<file path="src/rtl/sdcmd_pkg.sv">
package sdcmd_pkg;
  typedef enum logic [2:0] {
    S_IDLE,
    S_TX,
    S_WAIT,
    S_RX,
    S_BUSY
  } cmd_state_t;

  localparam int CRC_W   = 7;
  localparam int CRC_POLY = 7'h09;
endpackage

</file>
<file path="src/rtl/sdcmd_crc7.sv">
module sdcmd_crc7
  import sdcmd_pkg::*;
(
  input  logic             clk,
  input  logic             rst_n,
  input  logic             clr,
  input  logic             upd,
  input  logic             shift,
  input  logic             bit_in,
  output logic [CRC_W-1:0] crc_q
);
  logic [CRC_W-1:0] crc_d;
  logic             fb;
  logic             en;

  always_comb begin
    fb    = bit_in ^ crc_q[CRC_W-1];
    crc_d = crc_q;
    if (clr) begin
      crc_d = '0;
    end else if (upd) begin
      crc_d = {crc_q[CRC_W-2:0], 1'b0} ^ (fb ? CRC_W'(CRC_POLY) : '0);
    end else if (shift) begin
      crc_d = {crc_q[CRC_W-2:0], 1'b0};
    end
    en = clr | upd | shift;
  end

  always_ff @(posedge clk or negedge rst_n) begin
    if (!rst_n) begin
      crc_q <= '0;
    end else if (en) begin
      crc_q <= crc_d;
    end
  end
endmodule

</file>
<file path="src/rtl/sdcmd_resp_store.sv">
module sdcmd_resp_store #(
  parameter int RESP_MAX = 136,
  parameter int WORD_W   = 32
) (
  input  logic              clk,
  input  logic              rst_n,
  input  logic              clr,
  input  logic              cap_en,
  input  logic              bit_in,
  input  logic              ptr_clr,
  input  logic              rd,
  output logic [WORD_W-1:0] word_out
);
  localparam int SKIP  = 8;
  localparam int WORDS = (RESP_MAX - SKIP) / WORD_W;
  localparam int PTR_W = (WORDS > 1) ? $clog2(WORDS) : 1;

  logic [RESP_MAX-1:0] cap_q;
  logic [PTR_W-1:0]    ptr_q;
  logic [PTR_W-1:0]    ptr_d;
  logic [WORD_W-1:0]   words [WORDS];

  genvar k;
  generate
    for (k = 0; k < WORDS; k++) begin : g_word
      assign words[k] = cap_q[WORD_W*k+SKIP +: WORD_W];
    end
  endgenerate

  always_comb begin
    ptr_d = ptr_q;
    if (ptr_clr) begin
      ptr_d = '0;
    end else if (rd) begin
      ptr_d = (ptr_q == PTR_W'(WORDS - 1)) ? '0 : ptr_q + 1'b1;
    end
  end

  always_ff @(posedge clk or negedge rst_n) begin
    if (!rst_n) begin
      cap_q <= '0;
    end else if (clr) begin
      cap_q <= '0;
    end else if (cap_en) begin
      cap_q <= {cap_q[RESP_MAX-2:0], bit_in};
    end
  end

  always_ff @(posedge clk or negedge rst_n) begin
    if (!rst_n) begin
      ptr_q <= '0;
    end else if (ptr_clr | rd) begin
      ptr_q <= ptr_d;
    end
  end

  assign word_out = words[ptr_q];
endmodule

</file>
<file path="src/rtl/sdcmd_engine.sv">
module sdcmd_engine
  import sdcmd_pkg::*;
#(
  parameter int IDX_W       = 6,
  parameter int ARG_W       = 32,
  parameter int LEN_W       = 8,
  parameter int RESP_MAX    = 136,
  parameter int WORD_W      = 32,
  parameter int TIMEOUT_CYC = 64
) (
  input  logic              clk,
  input  logic              rst_n,
  input  logic              start,
  input  logic [IDX_W-1:0]  cmd_idx,
  input  logic [ARG_W-1:0]  cmd_arg,
  input  logic [LEN_W-1:0]  resp_len_m1,
  input  logic              opt_skip_crc,
  input  logic              opt_crc_from8,
  input  logic              opt_busy_wait,
  input  logic              irq_clr,
  input  logic              resp_ptr_clr,
  input  logic              resp_rd,
  output logic [WORD_W-1:0] resp_word,
  output logic              cmd_out,
  output logic              cmd_oe,
  input  logic              cmd_in,
  input  logic              dat0_in,
  output logic              st_busy,
  output logic              st_crc_ok,
  output logic              st_timeout,
  output logic              irq_done
);
  localparam int HDR_BITS   = 2 + IDX_W + ARG_W;
  localparam int FRAME_BITS = HDR_BITS + CRC_W + 1;
  localparam int TO_W       = $clog2(TIMEOUT_CYC);
  localparam int FR_W       = $clog2(FRAME_BITS);
  localparam int CNT_W      = (LEN_W > TO_W) ? ((LEN_W > FR_W) ? LEN_W : FR_W)
                                             : ((TO_W > FR_W) ? TO_W : FR_W);

  // reset synchroniser: assert asynchronously, release on a clock edge
  logic [1:0] rst_sync_q;
  logic       rst_i;
  always_ff @(posedge clk or negedge rst_n) begin
    if (!rst_n) rst_sync_q <= '0;
    else        rst_sync_q <= {rst_sync_q[0], 1'b1};
  end
  assign rst_i = rst_sync_q[1];

  cmd_state_t          state_q, state_d;
  logic [CNT_W-1:0]    cnt_q, cnt_d;
  logic [HDR_BITS-1:0] tx_q, tx_d;
  logic [LEN_W-1:0]    len_q, len_d;
  logic                skip_q, skip_d, from8_q, from8_d, bw_q, bw_d;
  logic                ok_q, ok_d, to_q, to_d, irq_q, irq_d;
  logic                finish;
  logic [CRC_W-1:0]    crc_q;
  logic                crc_clr, crc_upd, crc_shift, crc_bit;
  logic                cap_clr, cap_en;
  logic [CNT_W-1:0]    rx_first;

  sdcmd_crc7 u_crc (
    .clk   (clk),
    .rst_n (rst_i),
    .clr   (crc_clr),
    .upd   (crc_upd),
    .shift (crc_shift),
    .bit_in(crc_bit),
    .crc_q (crc_q)
  );

  sdcmd_resp_store #(.RESP_MAX(RESP_MAX), .WORD_W(WORD_W)) u_store (
    .clk     (clk),
    .rst_n   (rst_i),
    .clr     (cap_clr),
    .cap_en  (cap_en),
    .bit_in  (cmd_in),
    .ptr_clr (resp_ptr_clr),
    .rd      (resp_rd),
    .word_out(resp_word)
  );

  // datapath controls
  always_comb begin
    rx_first  = from8_q ? CNT_W'(8) : CNT_W'(0);
    crc_clr   = ((state_q == S_IDLE) && start) || ((state_q == S_WAIT) && !cmd_in);
    crc_upd   = ((state_q == S_TX) && (cnt_q < CNT_W'(HDR_BITS))) ||
                ((state_q == S_RX) && (cnt_q >= rx_first) && (cnt_q < CNT_W'(len_q)));
    crc_shift = (state_q == S_TX) && (cnt_q >= CNT_W'(HDR_BITS)) &&
                (cnt_q < CNT_W'(HDR_BITS + CRC_W));
    crc_bit   = (state_q == S_TX) ? tx_q[HDR_BITS-1] : cmd_in;
    cap_clr   = (state_q == S_IDLE) && start;
    cap_en    = ((state_q == S_WAIT) && !cmd_in) || (state_q == S_RX);
  end

  // next state
  always_comb begin
    state_d = state_q;
    cnt_d   = cnt_q;
    tx_d    = tx_q;
    len_d   = len_q;
    skip_d  = skip_q;
    from8_d = from8_q;
    bw_d    = bw_q;
    ok_d    = ok_q;
    to_d    = to_q;
    finish  = 1'b0;
    unique case (state_q)
      S_IDLE: begin
        if (start) begin
          state_d = S_TX;
          cnt_d   = '0;
          tx_d    = {2'b01, cmd_idx, cmd_arg};
          len_d   = resp_len_m1;
          skip_d  = opt_skip_crc;
          from8_d = opt_crc_from8;
          bw_d    = opt_busy_wait;
          ok_d    = 1'b0;
          to_d    = 1'b0;
        end
      end
      S_TX: begin
        tx_d = {tx_q[HDR_BITS-2:0], 1'b0};
        if (cnt_q == CNT_W'(FRAME_BITS - 1)) begin
          state_d = S_WAIT;
          cnt_d   = '0;
        end else begin
          cnt_d = cnt_q + 1'b1;
        end
      end
      S_WAIT: begin
        if (!cmd_in) begin
          state_d = S_RX;
          cnt_d   = CNT_W'(1);
        end else if (cnt_q == CNT_W'(TIMEOUT_CYC - 1)) begin
          to_d    = 1'b1;
          finish  = 1'b1;
          state_d = S_IDLE;
        end else begin
          cnt_d = cnt_q + 1'b1;
        end
      end
      S_RX: begin
        if (cnt_q == CNT_W'(len_q)) begin
          ok_d    = skip_q | (crc_q == '0);
          state_d = bw_q ? S_BUSY : S_IDLE;
          finish  = !bw_q;
        end else begin
          cnt_d = cnt_q + 1'b1;
        end
      end
      S_BUSY: begin
        if (dat0_in) begin
          finish  = 1'b1;
          state_d = S_IDLE;
        end
      end
      default: state_d = S_IDLE;
    endcase
    irq_d = finish ? 1'b1 : (irq_clr ? 1'b0 : irq_q);
  end

  // registers
  always_ff @(posedge clk or negedge rst_i) begin
    if (!rst_i) begin
      state_q <= S_IDLE;
      cnt_q   <= '0;
      tx_q    <= '0;
      len_q   <= '0;
      skip_q  <= 1'b0;
      from8_q <= 1'b0;
      bw_q    <= 1'b0;
      ok_q    <= 1'b0;
      to_q    <= 1'b0;
      irq_q   <= 1'b0;
    end else begin
      state_q <= state_d;
      cnt_q   <= cnt_d;
      tx_q    <= tx_d;
      len_q   <= len_d;
      skip_q  <= skip_d;
      from8_q <= from8_d;
      bw_q    <= bw_d;
      ok_q    <= ok_d;
      to_q    <= to_d;
      irq_q   <= irq_d;
    end
  end

  // line drive
  always_comb begin
    cmd_oe  = (state_q == S_TX);
    cmd_out = 1'b1;
    if (state_q == S_TX) begin
      if (cnt_q < CNT_W'(HDR_BITS))              cmd_out = tx_q[HDR_BITS-1];
      else if (cnt_q < CNT_W'(HDR_BITS + CRC_W)) cmd_out = crc_q[CRC_W-1];
    end
  end

  assign st_busy    = (state_q != S_IDLE);
  assign st_crc_ok  = ok_q;
  assign st_timeout = to_q;
  assign irq_done   = irq_q;
endmodule

</file>
<file path="config.mk">
export PLATFORM = sky130hd
export DESIGN_NAME = sdcmd_engine
export DESIGN_NICKNAME = d
export VERILOG_FILES = /design/src/rtl/sdcmd_pkg.sv /design/src/rtl/sdcmd_crc7.sv /design/src/rtl/sdcmd_resp_store.sv /design/src/rtl/sdcmd_engine.sv
export SDC_FILE = /design/constraint.sdc
export NUM_CORES = 1
export LEC_CHECK = 0
export BUFFER_PORTS_ARGS = -buffer_cell sky130_fd_sc_hd__buf_4
export CAP_MARGIN = 20
export CORE_MARGIN = 2
export CORE_UTILIZATION = 40
export DETAILED_ROUTE_END_ITERATION = 6
export PLACE_DENSITY = 0.6
export SETUP_SLACK_MARGIN = 0.5
export SLEW_MARGIN = 20
export SYNTH_ARGS = -nofsm -noshare
export SYNTH_HDL_FRONTEND = slang
export SYNTH_SLANG_ARGS = --single-unit
</file>
<file path="constraint.sdc">
create_clock -name clk -period 6.6 [get_ports clk]
set_input_delay 0 -clock clk [delete_from_list [all_inputs] [get_ports clk]]
set_output_delay 0 -clock clk [all_outputs]
set_load 0.02 [all_outputs]
</file>
==> results of run 1 <==
-- per-layer routing --
layer  GRT usage  wire length, um
met1       0.232            10100
met2       0.248             9210
met3      0.0270              824
met4      0.0366              318
met5           0                0
-- worst paths after layout --
check                                         from                             end  slack (ns)  depth (start not counted)
setup reg to reg            state_q[2]$_DFFE_PN0P_  u_store.cap_q[118]$_DFFE_PN0P_        3.80                          5
hold / removal                        resp_ptr_clr    u_store.ptr_q[1]$_DFFE_PN0P_        0.19                          3
min in group asynchronous                    rst_n         rst_sync_q[1]$_DFF_PN0_        0.37                          3
max in group asynchronous  rst_sync_q[1]$_DFF_PN0_    u_store.ptr_q[0]$_DFFE_PN0P_        4.94                          1
setup / recovery            state_q[2]$_DFFE_PN0P_  u_store.cap_q[118]$_DFFE_PN0P_        3.80                          5
hold reg to reg            rst_sync_q[0]$_DFF_PN0_         rst_sync_q[1]$_DFF_PN0_        0.36                          0
-- power groups by stage --
stage | registers (mW) | clock network [mW] | logic (mW)
finish | 1.65 | 1.33 | 0.967
global route | 1.68 | 1.43 | 1.10
CTS | 1.65 | 1.38 | 0.981
detailed placement | 1.67 | 0 | 0.956
global placement | 1.67 | 0 | 0.933
floorplan | 1.63 | 0 | 0.810
-- kinds of logic after synthesis --
logic type / count (synthesis) / synth area share
buf+inv: 98 / 0.0499
fa+ha+maj: 12 / 0.0149
other cells: 1 / 0.000372
compound gates: 221 / 0.119
xor+xnor: 2 / 0.00174
simple gates: 386 / 0.158
flops: 212 / 0.526
mux: 89 / 0.129
-- area by class of cell --
type,count,area (um^2),area share
Clock inverter,13,165,0.0135
Tap cell,330,413,0.0337
Timing Repair Buffer,159,1360,0.111
Multi-Input combinational cell,711,4300,0.350
Inverter,23,86.3,0.00704
Sequential cell,212,5310,0.433
Clock buffer,28,626,0.0510
-- stage by stage --
stage                      util  setup slack (ns)  power (mW)  instances
after floorplan               -              3.11        2.44       1021
after global placement    0.436              3.85        2.60       1377
after detailed placement  0.436              3.79        2.63       1377
after CTS                 0.491              3.80        4.01       1476
after global routing      0.491              3.52        4.21       1476
final                     0.491              3.80        3.95       1476
-- cells in the final DEF (no fill, tap or decap), types with 6 or more instances in the layout --
master / count
a21oi_1: 7
and3_1: 6
buf_4: 99
clkbuf_16: 24
dfrtp_1: 210
dlygate4sd3_1: 58
ha_1: 12
inv_1: 23
mux2_2: 11
mux2i_1: 46
mux4_2: 32
nand2_1: 324
nor2_1: 13
nor3_1: 10
o21ai_0: 84
o21ai_1: 101
-- worst register-to-register path, delay by kind of cell, from the launching register on --
kind / cells / cell delay (ns)
compound gates: 1 / 0.18
flops: 1 / 0.75
buf+inv: 1 / 0.81
simple gates: 3 / 0.99
-- state kept, by name (all words and copies together) (netlist names) --
signal,flops
bw_q,1
cnt_q,8
from8_q,1
irq_done,1
len_q,8
rst_sync_q,2
skip_q,1
st_crc_ok,1
st_timeout,1
state_q,3
tx_q,40
u_crc.crc_q,7
u_store.cap_q,136
u_store.ptr_q,2
-- timing repair --
item	in CTS	in global routing
endpoints found under the hold margin	60	0
hold buffers	58	0
setup endpoints to repair	0	0
==> reports/metrics.yaml, run 1 <==
status: "complete, no violations"
clock_latency_ns: 0.52
max_clock_freq_ghz: 0.357
slew_headroom: 0.326
cts_tree: "done"
root_buffer: "clkbuf_16"
hold_viol: 0
grtUsageTotal: 0.159
yosysSeqAreaShare: 0.526
synth_flop_cell: "dfrtp_1"
numPortBuffers: 94
ys_ff_latch: 212
synth_cell_types: 48
clk_pin_slew_ns: 0.06
synth_top_cell_area_share: 0.526
antenna_found_initial: 0
p_comb_frac: 0.245
viasPerCell: 4.98
post-synth-top-count-cell: "nand2_1"
nNetsFinal: 1200
mappedNetlistArea_mm2: 0.0101
cts_setup_buffers: 0
crit_required_ns: 7.03
cts_max_path_buffers: 3
endpoint_kind: "flop"
synthArstFlopShare: 1.00
worst_slew_pin_slew_ns: 1.01
synth_area_per_cell_um2: 9.87
die_y_um: 163
worstPathArrival_ns: 3.24
synth.area.top_cells: "dfrtp_1, nand2_1, mux4_2, o21ai_1, mux2i_1"
rsz0062_at_grt: "false"
cts_sinks: 212
p_sw_mw: 1.25
fp.coreArea_mm2: 0.0250
route.detailed.drc: 0
cts_max_level: 1
grt_max_degree: 271
finalSetupViolCount: 0
vdd_drop_max_mv: 0.242
hpwl_um: 12100
gp_congestion: 0.752
clkPwrFrac: 0.337
synth-edff-count: 0
crit_slowest_cell: "buf_4"
grt_pass1_wl_um: 35300
cp-start-kind: "flop"
hold_path_class: "primary input to flop"
first_iter_violations: 472
die-width_um: 163
synth_cells: 1021
antenna_left: 0
cts_buffers: 24
drt_wl_total_um: 20400
yosys_warnings: 0
fill_cells: 2327
cpPeakStageDelay_ns: 0.79
avgRoutedWirePerCell_um: 13.8
io_pins: 95
cts_resized: 0
vias: 7345
synthTopCellsByCount: "nand2_1, dfrtp_1, o21ai_1"
swShare: 0.318
rows: 58
postLayoutCellArea_mm2: 0.0123
pwr-share-seq: 0.418
firstDrtPassIters: 4
syn_nets: 1090
clock_skew_ns: 0.0197
p_leak_nw: 5.34
n_antenna_cell: 0
synth_top_cell_by_area: "dfrtp_1"
place_area_mm2: 0.0109
critical_path.cell_chain: "nor3_1 > nand2_4 > buf_4 > nand2_1 > o21ai_1"
crit_fanout: 84
drv_slew: 0
grt_remaining_overflow: 0
power_density_mw_per_mm2: 322
drive_gt1_frac: 0.168
period_needed_ns: 2.80
power.internal_mw: 2.69
hold_ws_ns: 0.192
grt_pass1_vias: 7240
initial_core_util: 0.404
dieArea_mm2: 0.0265
path_buf_inv: 1
final.period_utilization: 0.425
critPathTopFamily: "simple AND/OR/NAND/NOR gates"
cap_violations: 0
setup-tns-final_ns: 0
critPathKind: "flop to flop"
area_growth_syn_to_layout_pct: 21.7
(Power assumes the default switching activity.)
==> run 2: changes to the inputs <==
Settings changed: PLACE_DENSITY 0.6 to 0.58.
Clock period 6.6 ns to 2.8 ns, I/O delays scaled along.
==> reports/metrics.yaml, run 2 (synthesized netlist as in run 1, its figures left out) <==
numPortBuffers: 94  # unchanged
cts_sinks: 212  # unchanged
root_buffer: "clkbuf_16"
hold_ws_ns: 0.205  # +0.0129 ns
endpoint_kind: "flop"
grt_pass1_wl_um: 36900  # +4.4%
crit_fanout: 8  # -90%
rows: 58  # unchanged
viasPerCell: 5.00  # +0.44%
vias: 7462  # +1.6%
area_growth_syn_to_layout_pct: 23.9
fp.coreArea_mm2: 0.0250  # unchanged
final.period_utilization: 0.784  # +0.359
die-width_um: 163  # unchanged
fill_cells: 2337  # +0.43%
hpwl_um: 13000  # +7.5%
postLayoutCellArea_mm2: 0.0125  # +1.8%
place_area_mm2: 0.0110  # +1.3%
cp-start-kind: "flop"
worst_slew_pin_slew_ns: 0.731  # -0.280 ns
hold_path_class: "primary input to flop"
firstDrtPassIters: 4  # unchanged
largest_register_ff_count: 136  # unchanged
gp_congestion: 0.786  # +4.5%
avgRoutedWirePerCell_um: 14.1  # +2.0%
clock_skew_ns: 0.0105  # -0.00920 ns
rsz0062_at_grt: "true"
clk_pin_slew_ns: 0.06  # about the same
cts_max_level: 1  # unchanged
regArea_mm2: 0.00532  # +0.12%
die_y_um: 163  # unchanged
final_cell_mix: "nand2_1, dfrtp_1, buf_4"
initial_core_util: 0.404  # unchanged
setup-tns-final_ns: 0  # unchanged
multi_input_area_mm2: 0.00431  # +0.23%
critPathKind: "flop to flop"
drt_wl_total_um: 21100  # +3.2%
slew_headroom: 0.513  # +0.187
antenna_left: 0  # unchanged
finalSetupViolCount: 0  # unchanged
hold_viol: 0  # unchanged
max_clock_freq_ghz: 0.456  # +28%
p_leak_nw: 5.45  # +2.1%
power_density_mw_per_mm2: 763  # +140%
period_needed_ns: 2.19  # -0.610 ns
drive_gt1_frac: 0.179  # +0.0113
dieArea_mm2: 0.0265  # unchanged
n_antenna_cell: 0  # unchanged
drv_slew: 0  # unchanged
crit_required_ns: 3.23  # -3.80 ns
clock_latency_ns: 0.51  # about the same
nNetsFinal: 1215  # +1.3%
vdd_drop_max_mv: 0.679  # +180%
status: "complete, no violations"
grtUsageTotal: 0.166  # +0.00767
top_register: "u_store.cap_q"
grt_pass1_vias: 7522  # +3.9%
largest_registers: "u_store.cap_q (136), tx_q (40)"
cts_tree: "done"
final_common_cell: "nand2_1"
first_iter_violations: 565  # +20%
cap_violations: 0  # unchanged
io_pins: 95  # unchanged
route.detailed.drc: 0  # unchanged
antenna_found_initial: 0  # unchanged
cts_setup_buffers: 0  # unchanged
grt_remaining_overflow: 0  # unchanged
cts_max_path_buffers: 3  # unchanged
grt_max_degree: 120  # -56%
cts_buffers: 23  # -4.2%
worstPathArrival_ns: 2.63  # -0.61 ns
==> run 2: cell count changes in the layout (fill, tap and decap cells not counted), sizes merged <==
cell and change:
clkinvlp -4, clkbuf +4, inv +2, clkinv -1, dlygate4sd3 +6, buf +10
==> run 2: final cells by class <==
| cell class | count | share of cell area |
|---|---|---|
| Clock buffer | 32 | 0.0528 |
| Clock inverter | 10 | 0.0106 |
| Inverter | 23 | 0.00692 |
| Multi-Input combinational cell | 711 | 0.345 |
| Sequential cell | 212 | 0.426 |
| Tap cell | 330 | 0.0331 |
| Timing Repair Buffer | 175 | 0.126 |
==> run 2: repair_timing <==
action                                  4_1_cts  5_1_grt
gates resized for setup                       4        5
pin swaps                                     0        1
hold buffers                                 64        0
endpoints found under the hold margin        60        0
endpoints found under the setup margin       16       61
==> run 2: through the flow <==
step | worst slack, ns | instances | power [mW] | utilization
detailed placement | 0.430 | 1387 | 6.31 | 0.442
CTS | 0.468 | 1493 | 9.66 | 0.500
global placement | 0.534 | 1387 | 6.25 | 0.442
floorplan | 0.646 | 1021 | 5.76 | -
finish | 0.606 | 1493 | 9.52 | 0.500
global route | 0.468 | 1493 | 10.2 | 0.500
==> run 2: final timing paths <==
| kind | from | end | slack (ns) | cells after the start |
|---|---|---|---|---|
| worst max-delay path | cnt_q[5]$_DFFE_PN0P_ | u_crc.crc_q[5]$_DFFE_PN0P_ | 0.61 | 6 |
| worst min-delay path | resp_ptr_clr | u_store.ptr_q[1]$_DFFE_PN0P_ | 0.20 | 3 |
| worst max register to register | cnt_q[5]$_DFFE_PN0P_ | u_crc.crc_q[5]$_DFFE_PN0P_ | 0.61 | 6 |
| worst min register to register | rst_sync_q[0]$_DFF_PN0_ | rst_sync_q[1]$_DFF_PN0_ | 0.35 | 0 |
| max in group asynchronous | rst_sync_q[1]$_DFF_PN0_ | cnt_q[5]$_DFFE_PN0P_ | 1.63 | 1 |
| min in group asynchronous | rst_n | rst_sync_q[1]$_DFF_PN0_ | 0.35 | 3 |
==> run 2: metal layers <==
layer  vias to the layer above  track usage  part of all wire
met5                         -            0                 0
met4                         0       0.0374             0.019
met3                        29       0.0257             0.035
met2                       101        0.265              0.46
met1                      3602        0.241              0.48
li1                       3730            -                 -
==> run 2: worst max-delay path, stage by stage, from the launching register on <==
cell and delay, ns:
dfrtp_2 0.45, ha_1 0.32, a211oi_1 0.21, nor2_1 0.08
or4b_4 0.51, o211ai_4 0.31, mux2i_1 0.23
==> run 2: power by group <==
| group | switching [mW] | internal [mW] |
|---|---|---|
| logic | 1.42 | 1.07 |
| clock network | 1.23 | 1.92 |
| registers | 0.325 | 3.56 |
